## config.mk

```make
export PLATFORM = sky130hd
export DESIGN_NAME = flash_op_poller
export DESIGN_NICKNAME = d
export VERILOG_FILES = /design/src/rtl/flash_poll_pkg.sv /design/src/rtl/flash_cmd_seq.sv /design/src/rtl/flash_poll_timer.sv /design/src/rtl/flash_status_eval.sv /design/src/rtl/flash_op_poller.sv
export SDC_FILE = /design/constraint.sdc
export NUM_CORES = 1
export LEC_CHECK = 0
export BUFFER_PORTS_ARGS = -buffer_cell sky130_fd_sc_hd__buf_4
export CORE_UTILIZATION = 47
export CTS_CLUSTER_DIAMETER = 30
export CTS_CLUSTER_SIZE = 8
export DETAILED_ROUTE_END_ITERATION = 7
export PLACE_DENSITY = 0.82
export SLEW_MARGIN = 20
export SYNTH_ARGS = -nofsm -noshare
export SYNTH_HDL_FRONTEND = slang
export SYNTH_SLANG_ARGS = --single-unit
```

## constraint.sdc

```tcl
create_clock -name clk -period 1.9 [get_ports clk]
set_input_delay 0.285 -clock clk [delete_from_list [all_inputs] [get_ports clk]]
set_output_delay 0.285 -clock clk [all_outputs]
set_load 0.03 [all_outputs]
```

## src/rtl/flash_poll_pkg.sv

```systemverilog
package flash_poll_pkg;

  typedef enum logic [2:0] {
    OP_PROG       = 3'd0,
    OP_SECT_ERASE = 3'd1,
    OP_BLK_ERASE  = 3'd2,
    OP_CHIP_ERASE = 3'd3,
    OP_SECID_PROG = 3'd4
  } fop_e;

  typedef enum logic [1:0] {AS_HI, AS_LO, AS_TGT} asel_e;

  localparam logic [11:0] UNLOCK_HI = 12'hAAA;
  localparam logic [11:0] UNLOCK_LO = 12'h555;

  localparam logic [7:0] K_UNL1  = 8'hAA;
  localparam logic [7:0] K_UNL2  = 8'h55;
  localparam logic [7:0] K_PROG  = 8'hA0;
  localparam logic [7:0] K_SECID = 8'hA5;
  localparam logic [7:0] K_ERASE = 8'h80;
  localparam logic [7:0] K_SECT  = 8'h50;
  localparam logic [7:0] K_BLK   = 8'h30;
  localparam logic [7:0] K_CHIP  = 8'h10;

  function automatic logic is_erase(fop_e op);
    return (op == OP_SECT_ERASE) || (op == OP_BLK_ERASE) || (op == OP_CHIP_ERASE);
  endfunction

  function automatic fop_e decode_op(logic [2:0] raw);
    return (raw > 3'd4) ? OP_PROG : fop_e'(raw);
  endfunction

  function automatic logic [2:0] seq_last(fop_e op);
    return is_erase(op) ? 3'd5 : 3'd3;
  endfunction

  function automatic logic [7:0] erase_code(fop_e op);
    case (op)
      OP_SECT_ERASE: return K_SECT;
      OP_BLK_ERASE:  return K_BLK;
      default:       return K_CHIP;
    endcase
  endfunction

  function automatic logic [7:0] seq_byte(fop_e op, logic [2:0] idx, logic [7:0] d);
    case (idx)
      3'd0:    return K_UNL1;
      3'd1:    return K_UNL2;
      3'd2:    return is_erase(op) ? K_ERASE : ((op == OP_SECID_PROG) ? K_SECID : K_PROG);
      3'd3:    return is_erase(op) ? K_UNL1 : d;
      3'd4:    return K_UNL2;
      3'd5:    return erase_code(op);
      default: return 8'h00;
    endcase
  endfunction

  function automatic asel_e seq_asel(fop_e op, logic [2:0] idx);
    if (idx == seq_last(op)) return AS_TGT;
    if (idx == 3'd1 || idx == 3'd4) return AS_LO;
    return AS_HI;
  endfunction

  function automatic logic [7:0] final_byte(fop_e op, logic [7:0] d);
    return is_erase(op) ? 8'hFF : d;
  endfunction

endpackage

```

## src/rtl/flash_cmd_seq.sv

```systemverilog
module flash_cmd_seq
  import flash_poll_pkg::*;
#(
  parameter int AW = 21
) (
  input  logic          clk,
  input  logic          rst_n,
  input  logic          active,
  input  fop_e          op,
  input  logic [AW-1:0] tgt,
  input  logic [7:0]    data,
  output logic          wr,
  output logic [AW-1:0] addr,
  output logic [7:0]    wdata,
  output logic          last
);

  localparam int PADW = AW - 12;

  logic [2:0] idx;
  asel_e      sel;

  always_ff @(posedge clk or negedge rst_n) begin
    if (!rst_n)       idx <= 3'd0;
    else if (!active) idx <= 3'd0;
    else              idx <= idx + 3'd1;
  end

  always_comb begin
    sel   = seq_asel(op, idx);
    wr    = active;
    last  = active && (idx == seq_last(op));
    wdata = active ? seq_byte(op, idx, data) : 8'h00;
    addr  = '0;
    if (active) begin
      case (sel)
        AS_HI:   addr = {{PADW{1'b0}}, UNLOCK_HI};
        AS_LO:   addr = {{PADW{1'b0}}, UNLOCK_LO};
        default: addr = tgt;
      endcase
    end
  end

  // the step index never passes the final write of the operation
  p_seq_bound_r3: assert property (@(posedge clk) disable iff (!rst_n)
    active |-> (idx <= seq_last(op)));

endmodule

```

## src/rtl/flash_poll_timer.sv

```systemverilog
module flash_poll_timer #(
  parameter int TW = 16
) (
  input  logic          clk,
  input  logic          rst_n,
  input  logic          clr,
  input  logic          tick,
  input  logic [TW-1:0] limit,
  output logic          expired
);

  logic [TW-1:0] cnt;

  always_ff @(posedge clk or negedge rst_n) begin
    if (!rst_n)    cnt <= '0;
    else if (clr)  cnt <= '0;
    else if (tick) cnt <= cnt + 1'b1;
  end

  assign expired = (cnt == limit);

  // a status read is only ever issued while budget remains
  p_read_within_limit_r9: assert property (@(posedge clk) disable iff (!rst_n)
    tick |-> (cnt < limit));

endmodule

```

## src/rtl/flash_status_eval.sv

```systemverilog
module flash_status_eval (
  input  logic       toggle_mode,
  input  logic       first,
  input  logic [7:0] prev,
  input  logic [7:0] rdata,
  input  logic [7:0] expect_byte,
  output logic       apparent,
  output logic       exact
);

  function automatic logic toggle_settled(logic [7:0] a, logic [7:0] b);
    return a[6] == b[6];
  endfunction

  function automatic logic poll_bit_ok(logic [7:0] r, logic [7:0] e);
    return r[7] == e[7];
  endfunction

  always_comb begin
    exact = (rdata == expect_byte);
    if (toggle_mode) apparent = !first && toggle_settled(rdata, prev);
    else             apparent = poll_bit_ok(rdata, expect_byte);
  end

endmodule

```

## src/rtl/flash_op_poller.sv

```systemverilog
module flash_op_poller
  import flash_poll_pkg::*;
#(
  parameter int AW = 21,
  parameter int TW = 16
) (
  input  logic          clk,
  input  logic          rst_n,
  input  logic          req_valid,
  input  logic [2:0]    req_op,
  input  logic [AW-1:0] req_addr,
  input  logic [7:0]    req_data,
  input  logic          req_toggle,
  input  logic [TW-1:0] req_limit,
  output logic          req_ready,
  output logic          bus_wr,
  output logic          bus_rd,
  output logic [AW-1:0] bus_addr,
  output logic [7:0]    bus_wdata,
  input  logic [7:0]    bus_rdata,
  output logic          op_done,
  output logic          op_fail,
  output logic          op_timeout
);

  localparam int PADW = AW - 12;

  typedef enum logic [2:0] {S_IDLE, S_CMD, S_POLL, S_CHK1, S_CHK2} st_e;

  st_e           st;
  fop_e          op_q;
  logic [AW-1:0] tgt_q;
  logic [7:0]    data_q;
  logic [7:0]    exp_q;
  logic [7:0]    prev_q;
  logic [TW-1:0] lim_q;
  logic          tog_q, first_q, ok1_q;
  logic          done_q, fail_q, to_q;

  // named internal events
  logic          accept;
  logic          in_poll;
  logic          expired;
  logic          seq_wr, seq_last;
  logic [AW-1:0] seq_addr;
  logic [7:0]    seq_wdata;
  logic          apparent, exact;
  fop_e          op_in;

  assign op_in   = decode_op(req_op);
  assign accept  = req_valid && (st == S_IDLE);
  assign in_poll = (st == S_POLL) || (st == S_CHK1) || (st == S_CHK2);

  flash_cmd_seq #(.AW(AW)) u_seq (
    .clk   (clk),
    .rst_n (rst_n),
    .active(st == S_CMD),
    .op    (op_q),
    .tgt   (tgt_q),
    .data  (data_q),
    .wr    (seq_wr),
    .addr  (seq_addr),
    .wdata (seq_wdata),
    .last  (seq_last)
  );

  flash_poll_timer #(.TW(TW)) u_timer (
    .clk    (clk),
    .rst_n  (rst_n),
    .clr    (!in_poll),
    .tick   (bus_rd),
    .limit  (lim_q),
    .expired(expired)
  );

  flash_status_eval u_eval (
    .toggle_mode(tog_q),
    .first      (first_q),
    .prev       (prev_q),
    .rdata      (bus_rdata),
    .expect_byte(exp_q),
    .apparent   (apparent),
    .exact      (exact)
  );

  always_comb begin
    req_ready = (st == S_IDLE);
    bus_wr    = seq_wr;
    bus_wdata = seq_wdata;
    bus_rd    = in_poll && !expired;
    if (seq_wr)      bus_addr = seq_addr;
    else if (bus_rd) bus_addr = tgt_q;
    else             bus_addr = '0;
  end

  always_ff @(posedge clk or negedge rst_n) begin
    if (!rst_n) begin
      st      <= S_IDLE;
      op_q    <= OP_PROG;
      tgt_q   <= '0;
      data_q  <= 8'h00;
      exp_q   <= 8'h00;
      prev_q  <= 8'h00;
      lim_q   <= '0;
      tog_q   <= 1'b0;
      first_q <= 1'b0;
      ok1_q   <= 1'b0;
      done_q  <= 1'b0;
      fail_q  <= 1'b0;
      to_q    <= 1'b0;
    end else begin
      done_q <= 1'b0;
      fail_q <= 1'b0;
      to_q   <= 1'b0;
      case (st)
        S_IDLE: if (accept) begin
          op_q   <= op_in;
          tgt_q  <= (op_in == OP_CHIP_ERASE) ? {{PADW{1'b0}}, UNLOCK_HI} : req_addr;
          data_q <= req_data;
          exp_q  <= final_byte(op_in, req_data);
          tog_q  <= req_toggle || (op_in == OP_SECID_PROG);
          lim_q  <= req_limit;
          st     <= S_CMD;
        end
        S_CMD: if (seq_last) begin
          first_q <= 1'b1;
          st      <= S_POLL;
        end
        S_POLL: begin
          if (expired) begin
            to_q <= 1'b1;
            st   <= S_IDLE;
          end else begin
            first_q <= 1'b0;
            prev_q  <= bus_rdata;
            if (apparent) begin
              if (exact) begin
                done_q <= 1'b1;
                st     <= S_IDLE;
              end else begin
                st <= S_CHK1;
              end
            end
          end
        end
        S_CHK1: begin
          if (expired) begin
            to_q <= 1'b1;
            st   <= S_IDLE;
          end else begin
            ok1_q <= exact;
            st    <= S_CHK2;
          end
        end
        S_CHK2: begin
          if (expired) to_q <= 1'b1;
          else if (ok1_q && exact) done_q <= 1'b1;
          else fail_q <= 1'b1;
          st <= S_IDLE;
        end
        default: st <= S_IDLE;
      endcase
    end
  end

  assign op_done    = done_q;
  assign op_fail    = fail_q;
  assign op_timeout = to_q;

  // at most one result per cycle, each lasting a single cycle
  p_one_result_r10: assert property (@(posedge clk) disable iff (!rst_n)
    $onehot0({op_done, op_fail, op_timeout}));
  p_done_pulse_r10: assert property (@(posedge clk) disable iff (!rst_n)
    op_done |=> !op_done);
  p_fail_pulse_r10: assert property (@(posedge clk) disable iff (!rst_n)
    op_fail |=> !op_fail);
  p_result_ready_r10: assert property (@(posedge clk) disable iff (!rst_n)
    (op_done || op_fail || op_timeout) |-> req_ready);

  // never read and write together; consecutive status reads keep one address
  p_no_rd_wr_r5: assert property (@(posedge clk) disable iff (!rst_n)
    !(bus_wr && bus_rd));
  p_poll_addr_stable_r5: assert property (@(posedge clk) disable iff (!rst_n)
    (bus_rd && $past(bus_rd)) |-> $stable(bus_addr));

  // the bus is quiet while the block advertises readiness
  p_ready_quiet_r1: assert property (@(posedge clk) disable iff (!rst_n)
    req_ready |-> !(bus_wr || bus_rd));

endmodule

```

==> results of run 1 <==
-- synthesized netlist by cell type (7+ instances only) --
| cell | number |
|---|---|
| nand2_1 | 160 |
| o31ai_1 | 7 |
| and3_1 | 10 |
| inv_1 | 10 |
| xor2_1 | 8 |
| nand3_1 | 26 |
| o21ai_0 | 33 |
| nor2_1 | 25 |
| or4_1 | 7 |
| clkbuf_1 | 13 |
| nand4_1 | 9 |
| dfrtp_1 | 85 |
| xnor2_1 | 18 |
| a21oi_1 | 33 |
-- logic make-up after synthesis --
kind of cell,Yosys count,synth area share
flops,85,0.488
xor+xnor,26,0.0523
compound gates,90,0.119
buf+inv,36,0.0362
mux,5,0.0132
simple gates,264,0.274
fa+ha+maj,6,0.0172
-- how the worst min path moves through the flow --
| stage | cells after the start | from | slack [ps] | endpoint |
|---|---|---|---|---|
| after CTS | 3 | req_limit[10] | 90 | lim_q[10] |
| after floorplan | 0 | rst_n | -10 | data_q[0] |
| final | 3 | req_limit[8] | 100 | lim_q[8] |
| after global placement | 1 | rst_n | 220 | lim_q[7] |
| after global routing | 3 | req_limit[8] | 100 | lim_q[8] |
| after detailed placement | 1 | rst_n | 220 | lim_q[8] |
-- metal layers --
layer | vias to the layer above | global-route usage | routed length, µm
met2 | 320 | 0.478 | 7590
met5 | - | 0 | 0
met4 | 0 | 0.147 | 719
met3 | 77 | 0.0451 | 1180
met1 | 2306 | 0.355 | 6070
li1 | 2042 | - | -
-- per-stage QoR --
step	util	hold slack [ps]	TNS [ps]
after floorplan	-	-10.6	-2680
after global placement	0.635	217	-5300
after detailed placement	0.635	219	-7300
after CTS	0.708	93.9	-16030
after global routing	0.747	105	-23050
final	0.747	97.0	-20310
-- registers in the layout (all words and copies together), names as in the netlist --
name         count
u_timer.cnt     16
exp_q            8
data_q           8
ok1_q            1
tgt_q           21
first_q          1
op_fail          1
u_seq.idx        3
op_timeout       1
st               3
lim_q           16
tog_q            1
prev_q           1
op_q             3
op_done          1
-- where the power goes --
part	leakage, nW	internal, mW	switching, mW
Clock	0.0955	0.653	0.735
Combinational	1.93	3.38	4.55
Sequential	1.08	2.48	0.562
-- layout make-up --
| class | count | area (µm²) | area share |
|---|---|---|---|
| multi-input combinational | 391 | 2510 | 0.380 |
| clock inverter | 6 | 70.1 | 0.0106 |
| tap | 108 | 135 | 0.0205 |
| clock buffer | 10 | 138 | 0.0208 |
| inverter | 10 | 46.3 | 0.00701 |
| timing repair buffer | 172 | 1580 | 0.239 |
| sequential | 85 | 2130 | 0.323 |
-- timing repair --
action                     in CTS  in global routing
hold endpoints to repair       21                  0
gates resized for setup        79                 59
pin swaps                      14                 23
buffers inserted               15                 13
cloned                          1                  2
setup endpoints to repair      45                 53
hold buffers                    1                  0
-- critical path, cell delays in order, from the launching register on --
cell and delay [ps]:
dfrtp_1 480, nand2b_1 200, mux2_2 320, o2111ai_2 350, o21ai_0 260, nor2_2 200
buf_6 150
==> results.md, run 1 <==
* Via-per-instance ratio at between 6 and 7
* Most frequent cells in the layout: 158 x nand2_1, 115 x buf_4, 81 x dfrtp_1
* Worst setup EP type: primary output
* Synthesized area per cell at roughly 8.5 µm²
* Max cap viols at 0
* Vias in the first global route at around 4500
* Most area-consuming cells after synthesis: dfrtp_1 49%, nand2_1 14%, a21oi_1 3.8%, o21ai_0 3.8%, xnor2_1 3.6%
* Layout cells sized above 1 at 0.420
* F_max at 381 MHz
* Slew Limit Fails at 0
* Setup WS post-layout at -724 ps
* CP startpoint kind: flop
* Worst-path clk slew at between 100 and 150 ps
* Hold Fails Final Rpt at 0
* End of the worst register-to-register path: u_timer.cnt[15]
* Synth top area share at 0.488
* Final Wtd Congestion at 0.915
* EDFF count, synth at 0
* Effective utilization at floorplan at 0.492
* Peak supply drop at around 0.0011 V
* Tightest Hold Check Type: input pin to flop
* CTS Buffer Depth at 2
* Synth Net Count at around 580
* Area Growth Syn to Fin at 51.7%
* Worst reg2reg path depth at 10
* CTS Buf Count at 9
* Core ar. at just under 9000 µm²
* Commonest non-fill, non-tap cell in the layout: nand2_1
* RR Startpoint: lim_q[4]
* Worst-Margin Slew at ~670 ps
* DRC at 1
* CTS tree: done
* Setup CP Type: flop to primary output
* Detailed Route WL at between 15000 and 20000 µm
* Tot Pwr at between 10 and 15 mW
* Die X at roughly 98 µm
* Port Buffer Count at 94
* Worst setup path startpoint: u_seq.idx[2]
* Crit path DAT at about 2300 ps
* DR iter-0 viols at between 300 and 400
* Final setup viols at 56
* Post-Synthesis Cells at 512
* Clk Latency, worst-skew pair at ~380 ps
* DR WL/cell at 19.9 µm
* IO Pins at 95
* Largest net degree at the start of global routing at 58
* Crit path required time at approximately 1600 ps
* Period utilization at 1.38
* CP endpoint: bus_addr[6]
* Dpl cell area at around 5600 µm²
* Die Span Y at 98.3 µm
* Synth Flop Type: dfrtp_1
* Root Driver: clkbuf_8
* Synth Warn # at 0
* Slew HR at 0.549
* RSZ-0062 raised after global routing: true
* Failing checks: DRC, setup timing
* H-tree Lvls at 3
* Initial antenna violation count at 0
* #FFs+latches synth at 85
* Min Tclk post-route at approximately 2600 ps
* First-pass GRT wire length at 21600 µm
* Outcome: finished with violations
* Nets at about 740
* Flop-to-flop setup slack at -280 ps
* # rows at 34
* Leading area contributor after synthesis: dfrtp_1
* Clock skew at approximately 25 ps
* Antenna-violating nets left at 0
* Gr ovfl total at 0
* Diode count at 0
* Gr usage total at 0.284
* Vias at approximately 4700
* Synth async-reset ratio at 1.00
* FILL cells at just over 500
* Num Clock Sinks at 85
* Placed cell count at about 740
* Post-synth cell types at 47
* Die ar. at between 9000 and 10000 µm²
* Sequential area share after synthesis at 0.488
* DP HPWL at ~8400 µm
* P_leak at approximately 3.1 nW
* Worst slack, placed at -349 ps
* Drt pass-1 iters at 7
* Largest fanout on the critical path at 7
* Mapped Area at approximately 4400 µm²
* Final Cell Area at ~6600 µm²
* Cell area power density at between 1500 and 2000 nW/µm²
* Final non-filler cell total at between 700 and 800
No activity file was read; power rests on OpenSTA's default activity.
==> inputs of run 2 (changes only) <==
--- a/config.mk
+++ b/config.mk
@@ -6,11 +6,14 @@
 export NUM_CORES = 1
 export LEC_CHECK = 0
 export BUFFER_PORTS_ARGS = -buffer_cell sky130_fd_sc_hd__buf_4
+export CAP_MARGIN = 20
 export CORE_UTILIZATION = 47
 export CTS_CLUSTER_DIAMETER = 30
 export CTS_CLUSTER_SIZE = 8
 export DETAILED_ROUTE_END_ITERATION = 7
+export GPL_ROUTABILITY_DRIVEN = 0
 export PLACE_DENSITY = 0.82
+export SETUP_SLACK_MARGIN = 0.4
 export SLEW_MARGIN = 20
 export SYNTH_ARGS = -nofsm -noshare
 export SYNTH_HDL_FRONTEND = slang
==> run 2 against run 1 <==
Net effect: the flow finishes with violations (setup timing); via count grew 2.6%; setup slack gained 15 ps; sequential share of layout area shrank 1.6 points; sequential cell count is the same; sequential power is essentially flat; wire length grew 9.0%; worst hold slack gained 16 ps; clock power grew 14%; cell count shrank 0.26%; critical path depth grew 1; final area grew 5.3%; clock skew shrank 9.0 ps.
==> results.md, run 2 (synthesis results as in run 1) <==
* Effective utilization at floorplan at 0.492
* CP startpoint kind: flop
* Final Cell Area at around 7000 µm²
* Clock skew at ~16 ps
* Min Tclk post-route at around 2600 ps
* Largest register FFs at 21
* Initial antenna violation count at 0
* RSZ-0062 raised after global routing: true
* Placed cell count at 740
* DRC at 0
* Hold Crit Depth at 3
* Peak supply drop at 0.00183 V
* Antenna-violating nets left at 0
* Clk Latency, worst-skew pair at between 300 and 400 ps
* Largest net degree at the start of global routing at between 50 and 60
* Worst reg2reg path depth at 7
* Tot Pwr at around 13 mW
* Commonest non-fill, non-tap cell in the layout: nand2_1
* P_leak at between 3 and 4 nW
* Gr usage total at 0.284
* Worst hold slack at about 110 ps
* Worst-path clk slew at approximately 100 ps
* CP endpoint: bus_addr[0]
* DR iter-0 viols at approximately 440
* Layout cells sized above 1 at 0.497
* Outcome: finished with violations
* CTS Buffer Depth at 2
* CTS Buf Count at 9
* Flop-to-flop setup slack at -410 ps
* IO Pins at 95
* DP HPWL at 8180 µm
* Port Buffer Count at between 90 and 100
* Gr ovfl total at 0
* # rows at 34
* Failing checks: setup timing
* Most frequent cells in the layout: 127 x nand2_1, 109 x buf_4, 82 x dfrtp_1
* Slew HR at 0.274
* Detailed Route WL at 17000 µm
* Cell area power density at between 1500 and 2000 nW/µm²
* Die Span Y at ~98 µm
* Worst setup path startpoint: u_timer.cnt[1]
* Drt pass-1 iters at 7
* CTS tree: done
* Via-per-instance ratio at between 6 and 7
* End of the worst register-to-register path: ok1_q
* Die X at roughly 98 µm
* Slew Limit Fails at 0
* Vias in the first global route at around 4500
* Max cap viols at 0
* Vias at slightly below 5000
* RR Startpoint: u_timer.cnt[1]
* H-tree Lvls at 3
* Final setup viols at 54
* Diode count at 0
* Top flop regs: tgt_q x21, lim_q x16, u_timer.cnt x16
* Core ar. at 8850 µm²
* Hold Fails Final Rpt at 0
* Die ar. at a little under 10000 µm²
* Final non-filler cell total at approximately 800
* Tightest Hold Check Type: input pin to flop
* First-pass GRT wire length at 21700 µm
* Worst-Margin Slew at ~1100 ps
* Nets at roughly 730
* Num Clock Sinks at 85
* Period utilization at 1.37
* Setup CP Type: flop to primary output
* Setup WS post-layout at -709 ps
* Root Driver: clkbuf_8
* Area Growth Syn to Fin at 59.8%
* Worst setup EP type: primary output
* F_max at approximately 380 MHz
* Worst slack, placed at -257 ps
* Largest fanout on the critical path at 12
* Crit path DAT at roughly 2300 ps
* Crit path required time at 1620 ps
* Top reg by flops: tgt_q
* Dpl cell area at 5710 µm²
* DR WL/cell at about 22 µm
==> run 2: how the worst min path moves through the flow <==
stage	from	end	slack (ps)
final	req_limit[15]	lim_q[15]	110
after floorplan	rst_n	data_q[0]	-10
after global routing	req_limit[0]	lim_q[0]	120
after CTS	req_limit[15]	lim_q[15]	110
after detailed placement	rst_n	lim_q[11]	220
after global placement	rst_n	tgt_q[14]	220
==> run 2: what timing repair did <==
action	in CTS	in global routing
hold buffers	1	0
buffers inserted	8	8
hold endpoints to repair	24	0
setup endpoints to repair	67	114
pin swaps	9	15
gates cloned	1	6
resized for setup	65	133
==> run 2: per-layer routing <==
layer,track usage,vias up,wire [µm]
met5,0,-,0
met4,0.155,0,756
met3,0.0558,75,1480
met2,0.456,361,8170
met1,0.363,2389,6550
li1,-,2043,-
==> run 2: report_power, final <==
part           leakage [nW]  internal (mW)  total [mW]  switching (mW)
Combinational          2.03           3.63        8.46            4.83
Clock                 0.120          0.881        1.59           0.712
Sequential             1.08           2.48        3.07           0.584
Total                  3.24           7.00        13.1            6.12
==> run 2: per-stage QoR <==
step           TNS (ps)   util
2_1_floorplan     -2310      -
3_5_place_dp      -5380  0.645
4_1_cts          -13350  0.712
6_report         -20470  0.786
3_3_place_gp      -3940  0.645
5_1_grt          -23940  0.786
==> run 2: layout make-up <==
type | instances | area [µm²]
multi-input combinational | 392 | 2770
sequential | 85 | 2130
fill | 456 | 1890
timing repair buffer | 169 | 1640
tap | 108 | 135
clock buffer | 9 | 124
clock inverter | 7 | 120
inverter | 10 | 41.3
==> run 2: worst max-delay path, stage by stage, from the launching register on <==
cell and delay (ps):
dfrtp_1 440, xnor2_2 220, nand4_1 170, or4_4 580, a21oi_4 160, buf_12 170, nor2_2 60, buf_6 140
